<file path="src/rtl/dual_clk_stop.sv">
module dual_clk_stop #(
  parameter int SYNC_STAGES = 2
) (
  input  logic clk,
  input  logic rst,
  input  logic half_b,
  input  logic stop_a,
  input  logic stop_b,
  output logic qa,
  output logic qb
);

  logic [1:0] cnt;
  logic [1:0] cnt_n;
  logic [SYNC_STAGES-1:0] sync_a, sync_b;
  logic en_a, en_b, en_a_n, en_b_n;
  logic sa, sb;
  logic ra_c, ra_n, rb_c, rb_n;

  assign cnt_n = cnt + 2'd1;
  assign ra_c  = ~cnt[0];
  assign ra_n  = ~cnt_n[0];
  assign rb_c  = half_b ? ~cnt[1]   : ~cnt[0];
  assign rb_n  = half_b ? ~cnt_n[1] : ~cnt_n[0];
  assign sa    = sync_a[SYNC_STAGES-1];
  assign sb    = sync_b[SYNC_STAGES-1];

  // stop: drop enable unless a pulse is in progress; release: only at a rising point
  assign en_a_n = sa ? (en_a & ra_n & ra_c) : (en_a | (ra_n & ~ra_c));
  assign en_b_n = sb ? (en_b & rb_n & rb_c) : (en_b | (rb_n & ~rb_c));

  always_ff @(posedge clk or posedge rst) begin
    if (rst) begin
      cnt    <= 2'b00;
      sync_a <= '0;
      sync_b <= '0;
      en_a   <= 1'b0;
      en_b   <= 1'b0;
      qa     <= 1'b0;
      qb     <= 1'b0;
    end else begin
      cnt    <= cnt_n;
      sync_a <= {sync_a[SYNC_STAGES-2:0], stop_a};
      sync_b <= {sync_b[SYNC_STAGES-2:0], stop_b};
      en_a   <= en_a_n;
      en_b   <= en_b_n;
      qa     <= ra_n & en_a_n;
      qb     <= rb_n & en_b_n;
    end
  end

  AST_STOP_A_PARKS: assert property (@(posedge clk) disable iff (rst)
    (sa && $past(sa) && $past(sa, 2)) |-> !qa);

  AST_B_HALF_FULL_PULSE: assert property (@(posedge clk) disable iff (rst)
    (half_b && $rose(qb)) |=> qb);

  AST_A_RISE_PHASE: assert property (@(posedge clk) disable iff (rst)
    $rose(qa) |-> !cnt[0]);

  AST_B_HALF_RISE_PHASE: assert property (@(posedge clk) disable iff (rst)
    (half_b && $rose(qb)) |-> (cnt == 2'b00));

  AST_EQUAL_MODE_MATCH: assert property (@(posedge clk) disable iff (rst)
    (!half_b && en_a && en_b) |-> (qa == qb));

endmodule

</file>
<file path="config.mk">
export PLATFORM = sky130hd
export DESIGN_NAME = dual_clk_stop
export DESIGN_NICKNAME = d
export VERILOG_FILES = /design/src/rtl/dual_clk_stop.sv
export SDC_FILE = /design/constraint.sdc
export NUM_CORES = 1
export LEC_CHECK = 0
export BUFFER_PORTS_ARGS = -buffer_cell sky130_fd_sc_hd__buf_2
export CAP_MARGIN = 20
export CORE_AREA = 2 2 39 41
export CTS_CLUSTER_DIAMETER = 50
export CTS_CLUSTER_SIZE = 14
export DETAILED_ROUTE_END_ITERATION = 8
export DIE_AREA = 0 0 41 43
export GPL_ROUTABILITY_DRIVEN = 0
export GPL_TIMING_DRIVEN = 0
export SLEW_MARGIN = 20
export SYNTH_ARGS = -nofsm -noshare
export SYNTH_HDL_FRONTEND = slang
export SYNTH_SLANG_ARGS = --single-unit
</file>
<file path="constraint.sdc">
create_clock -name clk -period 0.89 [get_ports clk]
set_clock_uncertainty 0.2 [all_clocks]
set_input_delay 0.178 -clock clk [delete_from_list [all_inputs] [get_ports clk]]
set_output_delay 0.178 -clock clk [all_outputs]
set_load 0.01 [all_outputs]
</file>
==> results.py <==
metrics = {
    "synthesis": {
        "ys_types": 10,
        "yosysMostFrequentCell": "dfrtp_1",
        "yosys_warnings": 0,
        "synthArstFlopShare_pct": 100,
        "synth_ff_type": "dfrtp_1",
        "netlist_area_um2": 317,
        "synth_edf_count": 0,
        "synthTopCellsByArea": "dfrtp_1 71%, nand4bb_4 8.7%, o211ai_2 4.0%",
        "ys_top_cells_by_count": "9 x dfrtp_1, 2 x inv_1",
        "synth-seq-area-share_pct": 71.1,
        "synth_nets": 24,
        "netlist_instances": 19,
        "ys_seq_elements": 9,
        "synth_top_area_share_pct": 71.1,
        "syn_area_per_cell_um2": 16.7,
        "yosysTopAreaCell": "dfrtp_1",
    },
    "placed_design": {
        "port_buffers": 6,
        "post-place-ws_ns": -0.117,
        "dp_cells": 41,
    },
    "finish": {
        "fill_cells": 132,
        "n_antenna_cell": 0,
        "areaGrowthSynthToFinish_pct": 34.8,
        "stdcell_count": 48,
        "fin_util_pct": 30.8,
        "nNetsFinal": 38,
        "drive_gt1_share_pct": 43.8,
    },
    "timing": {
        "timing.final.crit_period_ns": 1.14,
        "relSlewSlack_pct": 86.8,
        "rsz0062_at_grt": "true",
        "worst_pin_slew_ns": 0.197,
        "setup_slack_ns": -0.250,
        "max_freq_ghz": 0.877,
        "finalCritPeriodShare_pct": 128,
        "setup_viol": 5,
        "slew_violations": 0,
        "hold_violations": 0,
    },
    "worst_setup_path": {
        "end_kind": "output port",
        "cp_top_family": "flip-flops",
        "worst_path_max_delay_cell": "dfrtp_1",
        "r2r-start": "cnt[0]",
        "timing.rr.end": "en_b",
        "worst_path_largest_cell_delay_ns": 0.37,
        "r2r_cells": 2,
        "startpoint": "qa",
        "path_class": "flip-flop to output port",
        "start_kind": "flip-flop",
        "critPathMaxFanout": 1,
        "cp.required_ns": 0.51,
        "crit_chain": "buf_2",
        "arrival_ns": 0.76,
        "worst-r2r-setup-slack_ns": -0.12,
        "critPathBufInv": 1,
    },
    "worst_hold_path": {
        "hp-start": "half_b",
        "whs_path_depth": 3,
        "hp-class": "primary input to flip-flop",
        "min_to": "qb",
    },
    "power": {
        "clkPwrFrac_pct": 39.1,
        "pwr-share-comb_pct": 6.6,
        "ir_drop_mv": 1.20,
        "pwr_density_cell_nw_per_um2": 1870,
        "pwr-share-seq_pct": 54.4,
        "power_uw": 796,
        "power_switching_uw": 171,
        "power.internal_uw": 626,
        "switching_share_pct": 21.4,
        "leakage_uw": 0.000200,
    },
    "clock_network": {
        "cts-root-buf": "clkbuf_4",
        "clk_latency_ns": 0.26,
        "cts_max_level": 1,
        "cts_tree": "yes",
        "clockBufferDepth": 2,
        "cts.sinks": 9,
        "cts.clk_slew.worst_paths_ns": 0.06,
        "cts_buffers": 3,
    },
    "route": {
        "vias": 188,
        "firstDrtPassIters": 1,
        "top_layer": "met4",
        "routed_wl_um": 483,
        "viasPerCell": 3.92,
        "postRouteAntennaNets": 0,
        "met2_wirelength_um": 238,
        "drt-initial-drc-count": 0,
        "drc": 0,
        "wl_met1_um": 180,
        "wl_met3_um": 54,
        "post_drt_wl_per_cell_um": 10.1,
    },
    "global_routing": {
        "grt_start_max_net_pins": 10,
        "grt_pass1_wl_um": 834,
        "grt_pass1_vias": 203,
        "antenna_found_initial": 0,
        "track_usage_pct": 7.98,
        "overflow": 0,
    },
    "floorplanning": {
        "core_um2": 1380,
        "boundaryPins": 7,
        "die_w_um": 41,
        "core.rowCount": 14,
        "die_y_um": 43,
        "dieArea_um2": 1760,
        "initial_core_util_pct": 22.9,
    },
    "flow_run": {
        "drv_cap": 0,
    },
    "outcome": {
        "violations": "negative setup slack",
        "status": "finished with violations",
    },
}
-- registers in the layout (all words and copies together), names as in the netlist --
name	flops
cnt	2
sync_a	2
sync_b	2
en_b	1
qa	1
qb	1
-- how the worst max path moves through the flow --
stage | cells after the start | to | slack, ns
after CTS | 1 | qa | -0.26
after floorplan | 2 | en_b | -0.08
after detailed placement | 2 | qb | -0.12
final | 1 | qa | -0.25
after global routing | 1 | qa | -0.28
after global placement | 2 | en_b | -0.09
-- tightest hold or removal path, delay by kind of cell --
kind	cells	cell delay, ns
buffers and inverters	1	0.12
AND/OR/NAND/NOR	1	0.09
AO/OA/AOI/OAI	1	0.05
-- logic make-up (layout without fill, tap and decap cells) --
family	Yosys count	in the layout	share of synthesized area, %
buffers and inverters	2	15	2.37
flip-flops	9	9	71.1
AO/OA/AOI/OAI	2	2	6.72
XOR/XNOR	1	1	2.77
AND/OR/NAND/NOR	5	5	17.0
-- cells in the final DEF (no fill, tap or decap), drive strengths merged --
cell type / netlist / final
o211ai: 1 / 1
nor2b: 1 / 1
nor2: 1 / 1
xor2: 1 / 1
nand4bb: 1 / 1
clkbuf: 0 / 4
dlygate4sd3: 0 / 3
or2b: 1 / 1
nand2b: 1 / 1
dfrtp: 9 / 9
buf: 0 / 6
o21ai: 1 / 1
inv: 2 / 1
clkinvlp: 0 / 1
-- layer usage --
layer	track usage [%]	up-vias
li1	-	88
met1	8.19	88
met2	11.3	10
met3	6.28	2
met4	4.00	0
met5	0	-
-- power by group through the flow --
stage	logic (uW)	clock network [uW]	registers, uW
after global placement	37.4	0	439
after CTS	51.1	324	433
after global routing	57.9	339	434
after floorplan	22.1	0	440
after detailed placement	40.4	0	440
final	52.3	311	433
-- timing repair --
action | 4_1_cts | 5_1_grt
cloned | 0 | 0
endpoints found under the hold margin | 11 | 0
resized for setup | 0 | 1
pin swaps | 2 | 3
setup buffers | 0 | 0
hold buffers | 3 | 0
endpoints found under the setup margin | 5 | 15
-- final cells by class --
type	instances	area, um2	area share (%)
Tap cell	16	20.0	4.69
Multi-Input combinational cell	8	83.8	19.6
Clock buffer	4	26.3	6.16
Timing Repair Buffer	9	60.1	14.1
Inverter	2	11.3	2.64
Sequential cell	9	225	52.8
-- through the flow --
stage	hold slack, ns	cell area, um2	TNS (ns)
2_1_floorplan	-0.194	317	-0.143
3_3_place_gp	-0.0769	367	-0.172
3_5_place_dp	-0.0591	367	-0.244
4_1_cts	0.0198	423	-0.773
5_1_grt	0.0237	427	-0.893
6_report	0.0215	427	-0.746
No activity file was read; power rests on OpenSTA's default activity.
